--- config.mk ---
export PLATFORM = sky130hd
export DESIGN_NAME = sadc_conv_ctrl
export DESIGN_NICKNAME = d
export VERILOG_FILES = /design/src/rtl/sadc_pkg.sv /design/src/rtl/sadc_conv_ctrl.sv
export SDC_FILE = /design/constraint.sdc
export NUM_CORES = 1
export LEC_CHECK = 0
export ABC_AREA = 0
export BUFFER_PORTS_ARGS = -buffer_cell sky130_fd_sc_hd__buf_2
export CORE_MARGIN = 2
export CORE_UTILIZATION = 45
export DETAILED_ROUTE_END_ITERATION = 12
export GPL_ROUTABILITY_DRIVEN = 0
export MAX_ROUTING_LAYER = met4
export PLACE_DENSITY_LB_ADDON = 0.15
export SYNTH_ARGS = -nofsm -noshare
export SYNTH_HDL_FRONTEND = slang
export SYNTH_SLANG_ARGS = --single-unit
--- constraint.sdc ---
create_clock -name clk -period 6.2 [get_ports clk]
set_clock_uncertainty 0.2 [all_clocks]
set_input_delay 0.62 -clock clk [delete_from_list [all_inputs] [get_ports clk]]
set_output_delay 0.62 -clock clk [all_outputs]
set_load 0.01 [all_outputs]
--- src/rtl/sadc_pkg.sv ---
package sadc_pkg;

  typedef enum logic [1:0] {
    PWR_NAP    = 2'd0,
    PWR_ACTIVE = 2'd1,
    PWR_SLEEP  = 2'd2
  } pwr_e;

  // An edge counts as late once the conversion has run guard cycles
  function automatic logic late_edge(input int unsigned elapsed,
                                     input int unsigned guard);
    return elapsed >= guard;
  endfunction

  // Sleep is armed when a prior conversion exists and no read clock followed it
  function automatic logic sleep_arm(input logic had_conv, input logic clocked);
    return had_conv & ~clocked;
  endfunction

endpackage

--- src/rtl/sadc_conv_ctrl.sv ---
module sadc_conv_ctrl
  import sadc_pkg::*;
#(
  parameter int DATA_W    = 16,
  parameter int CONV_CYC  = 300,
  parameter int ACQ_CYC   = 105,
  parameter int GUARD_CYC = 8,
  parameter int WAKE_CYC  = 1000
) (
  input  logic              clk,
  input  logic              rst_n,
  input  logic              cnv_rise,
  input  logic              cnv_tgl,
  input  logic              sck_rise,
  input  logic [DATA_W-1:0] sample_i,
  output pwr_e              state_o,
  output logic              busy_o,
  output logic              conv_done_o,
  output logic [DATA_W-1:0] result_o,
  output logic              cnv_err_o,
  output logic              wake_err_o
);
  localparam int CW = (CONV_CYC > 1) ? $clog2(CONV_CYC) : 1;
  localparam int WW = $clog2(WAKE_CYC + 1);
  localparam logic [CW-1:0] LAST_IDX = CW'(CONV_CYC - 1);
  localparam logic [CW-1:0] ACQ_IDX  = CW'(ACQ_CYC - 1);

  pwr_e              st_q;
  logic [CW-1:0]     cnt_q;
  logic [DATA_W-1:0] hold_q, res_q;
  logic              conv_seen_q, sck_since_q, armed_q;
  logic [WW-1:0]     wake_q;
  logic              cnv_err_q, wake_err_q;

  // Named internal events
  logic in_conv, asleep, conv_last, start_ok, acq_hit, late_tgl, early_cnv;
  assign in_conv   = (st_q == PWR_ACTIVE);
  assign asleep    = (st_q == PWR_SLEEP);
  assign conv_last = in_conv && (cnt_q == LAST_IDX);
  assign start_ok  = cnv_rise && (st_q == PWR_NAP);
  assign acq_hit   = in_conv && (cnt_q == ACQ_IDX);
  assign late_tgl  = in_conv && cnv_tgl && late_edge(32'(cnt_q), GUARD_CYC);
  assign early_cnv = cnv_rise && (asleep || ((st_q == PWR_NAP) && (wake_q != '0)));

  always_ff @(posedge clk or negedge rst_n) begin
    if (!rst_n) begin
      st_q        <= PWR_NAP;
      cnt_q       <= '0;
      hold_q      <= '0;
      res_q       <= '0;
      conv_seen_q <= 1'b0;
      sck_since_q <= 1'b0;
      armed_q     <= 1'b0;
      wake_q      <= '0;
      cnv_err_q   <= 1'b0;
      wake_err_q  <= 1'b0;
    end else begin
      cnv_err_q  <= late_tgl;
      wake_err_q <= early_cnv;
      if (wake_q != '0 && !asleep) wake_q <= wake_q - 1'b1;
      if (sck_rise) sck_since_q <= 1'b1;
      case (st_q)
        PWR_NAP: begin
          if (start_ok) begin
            st_q        <= PWR_ACTIVE;
            cnt_q       <= '0;
            res_q       <= hold_q;
            armed_q     <= sleep_arm(conv_seen_q, sck_since_q);
            conv_seen_q <= 1'b1;
            sck_since_q <= 1'b0;
          end
        end
        PWR_ACTIVE: begin
          if (acq_hit) hold_q <= sample_i;
          if (conv_last) st_q <= armed_q ? PWR_SLEEP : PWR_NAP;
          else           cnt_q <= cnt_q + 1'b1;
        end
        PWR_SLEEP: begin
          if (sck_rise) begin
            st_q    <= PWR_NAP;
            wake_q  <= WW'(WAKE_CYC);
            armed_q <= 1'b0;
          end
        end
        default: st_q <= PWR_NAP;
      endcase
    end
  end

  assign state_o     = st_q;
  assign busy_o      = in_conv;
  assign conv_done_o = conv_last;
  assign result_o    = res_q;
  assign cnv_err_o   = cnv_err_q;
  assign wake_err_o  = wake_err_q;


  start_busy_chk: assert property (@(posedge clk) disable iff (!rst_n)
    start_ok |=> (busy_o && cnt_q == '0));

  conv_len_chk: assert property (@(posedge clk) disable iff (!rst_n)
    conv_last |=> !busy_o);

  no_restart_chk: assert property (@(posedge clk) disable iff (!rst_n)
    (in_conv && cnv_rise) |=> !(in_conv && cnt_q == '0));

  err_in_conv_chk: assert property (@(posedge clk) disable iff (!rst_n)
    cnv_err_o |-> $past(in_conv));

  sleep_entry_chk: assert property (@(posedge clk) disable iff (!rst_n)
    $rose(asleep) |-> $past(conv_last && armed_q));

  sleep_hold_chk: assert property (@(posedge clk) disable iff (!rst_n)
    (asleep && !sck_rise) |=> asleep);

  wake_err_cause_chk: assert property (@(posedge clk) disable iff (!rst_n)
    wake_err_o |-> $past(cnv_rise));
endmodule

==> out/qor.csv <==
metric;value;unit
Rows;27;
final net count;274;
Async S/R FF share, synth;1.000;
P_leak;1.435;nW
most frequent cell after synthesis;dfrtp_1;
Fin. Hold Viols;0;
DR WL/cell;13.98;um
num ports;43;
cells after synthesis;201;
Yosys top cell by area;dfrtp_1;
Netlist Area Pre-Place;0.002560;mm^2
number of DRC markers in iteration 0;62;
DIE HEIGHT;79.43;um
fin crit share;0.4238;
number of hold buffers added after CTS;0;
TritonCTS clock tree;done;
Post-route DRC;0;
finished layout cell area;0.003067;mm^2
maximum VDD drop;0.2702;mV
All-Layer GR Usage;0.1683;
Post-Layout Cell Count;327;
crit-path max cell delay;0.58;ns
total gr overflow;0;
Setup crit end kind;output port;
initial antenna violation count;0;
root buffer cell;clkbuf_8;
area grow syn2layout;19.79;%
Critical Setup Path Class;reg2out;
yosys warns;0;
Slew headroom;0.5328;
core area;0.005507;mm^2
Syn Nets;225;
clock-pin slew on the worst setup and hold paths;0.07;ns
Pre-Repair DR Iteration Count;4;
input/output buffers;42;
crit-path cells;or4b_4 -> nor2_1 -> and3_1 -> buf_2;
# clock sinks;58;
slowest CP cell;or4b_4;
CP startpoint kind;flip-flop;
cell family with most CP delay;simple AND/OR/NAND/NOR gates;
die area;0.006308;mm^2
dpl cell area;0.002849;mm^2
maximum root-to-sink buffer count;2;
Worst EP required;5.38;ns
Synth Register Bits;58;
Die Wd;79.43;um
vias in the first global route;1675;
Synth cell types;41;
number of synthesized flops with an enable pin;0;
# diodes;0;
Synth Flop Type;dfrtp_1;
Syn Area/Cell;12.74;um^2
outcome;completed;
Routed Antenna Nets;0;
top cells by area, synth;dfrtp_1 57%, mux2_2 11%, mux2_4 5.9%, nor2_1 2.9%, nand2_1 1.6%;
routed vias/inst;5.110;
Skew-Pair Late Insertion Delay;0.33;ns
largest net degree at the start of global routing;59;
WP buf/inv;1;
Max Slew Vio Count;0;
post-cts resize count;0;
number of filler cells placed in the layout;494;
Setup TNS Final;0;ns
setup bufs post-CTS;0;
dpl cells;311;
total CTS buffers;9;
top cell type's share of synthesized area;0.5670;
first-pass GRT wire length;7.831;mm
final setup violation count;0;
Worst Max-Slew Pin Slew;0.7008;ns
commonest cells in the netlist;58 x dfrtp_1, 24 x mux2_2, 20 x nor2_1;
Initial Util;0.4649;
RSZ-0062 raised after global routing;false;
layout cells sized above 1;0.3922;
Tmin final;2.627;ns
Design Power;1.316;mW
fmax;0.3806;GHz
Post-Route WL;4.572;mm
H-Tree Depth;3;
PwrDens;429.1;mW/mm^2
Arrival @ worst endpoint;1.81;ns
register area share after synthesis;0.5670;
HPWL after detailed placement;3.131;mm
CP max FO;4;
# Max-Cap Violations;0;
HP Class;in2async;
routed via count;1671;
==> placed cells by master (no fill, tap or decap), drive strengths merged, types with 2 or more instances in the layout <==
cell / count
inv: 5
and2: 2
ha: 3
dfrtp: 58
a21o: 2
and3: 3
clkinvlp: 2
nor3b: 2
clkbuf: 9
o211ai: 2
nor2: 20
mux2: 34
nand4: 4
nand2b: 3
or2: 2
nor3: 3
a21oi: 2
o21ai: 3
mux2i: 3
xnor2: 3
clkinv: 3
nor2b: 2
nand3: 6
nor4: 3
xor2: 4
buf: 44
bufinv: 2
nand2: 11
nand4b: 3
==> cell type report <==
class                   instances  area, um^2  area share
multi-input cells             132        1064      0.3468
repair buffers                 44       225.2     0.07344
flip-flops and latches         58        1451      0.4733
clock inverters                 7       93.84     0.03060
inverters                       5       18.77    0.006120
clock buffers                   9       123.9     0.04039
well taps                      72       90.09     0.02938
==> stage by stage <==
stage / setup WS, ns / util / hold slack [ns]
after floorplan: 4.058 / - / 0.1244
after global placement: 3.946 / 0.5174 / 0.2599
after detailed placement: 3.925 / 0.5174 / 0.2548
after CTS: 3.554 / 0.5569 / 0.2472
after global routing: 3.492 / 0.5569 / 0.2832
final: 3.573 / 0.5569 / 0.2192
==> worst reg2reg max path, delay by kind of cell, from the launching register on <==
family / cells / cell delay (ns)
AND/OR/NAND/NOR: 3 / 1.14
multiplexers: 1 / 0.39
flip-flops: 1 / 0.41
==> worst paths after layout <==
kind,from,endpoint,slack [ns],cells after the start
max,cnt_q[7]$_DFFE_PN0P_,conv_done_o,3.57,4
min,rst_n,wake_q[9]$_DFF_PN0_,0.22,2
max reg2reg,cnt_q[7]$_DFFE_PN0P_,hold_q[2]$_DFFE_PN0P_,3.94,4
min reg2reg,conv_seen_q$_DFFE_PN0P_,conv_seen_q$_DFFE_PN0P_,0.29,1
max in group asynchronous,rst_n,cnt_q[3]$_DFFE_PN0P_,5.11,2
min in group clk,conv_seen_q$_DFFE_PN0P_,conv_seen_q$_DFFE_PN0P_,0.29,1
==> state kept, by name, summed over array words and instances (netlist names) <==
| name | cells |
|---|---|
| wake_err_o | 1 |
| state_o | 2 |
| result_o | 16 |
| armed_q | 1 |
| cnt_q | 9 |
| cnv_err_o | 1 |
| sck_since_q | 1 |
| conv_seen_q | 1 |
| hold_q | 16 |
| wake_q | 10 |
==> cells by family after synthesis <==
group | after synthesis | share of synthesized area
AO/OA/AOI/OAI | 17 | 0.04790
flip-flops | 58 | 0.5670
XOR/XNOR | 7 | 0.02395
buffers and inverters | 11 | 0.01955
AND/OR/NAND/NOR | 68 | 0.1510
adder cells (fa/ha/maj) | 3 | 0.01466
multiplexers | 37 | 0.1760
==> power breakdown <==
group / switching, mW / leakage (nW) / internal (mW)
clock: 0.147 / 0.105 / 0.225
sequential: 0.0946 / 0.680 / 0.499
combinational: 0.166 / 0.650 / 0.183
total: 0.408 / 1.43 / 0.908
==> layer usage <==
layer  vias up  track usage  wire length (um)
met2        43       0.2403              2142
met5         -            -                 0
met3        10      0.04072               189
met4         0      0.09828               116
met1       802       0.2190              2124
li1        816            -                 -
Power figures use the tool's default switching activity.
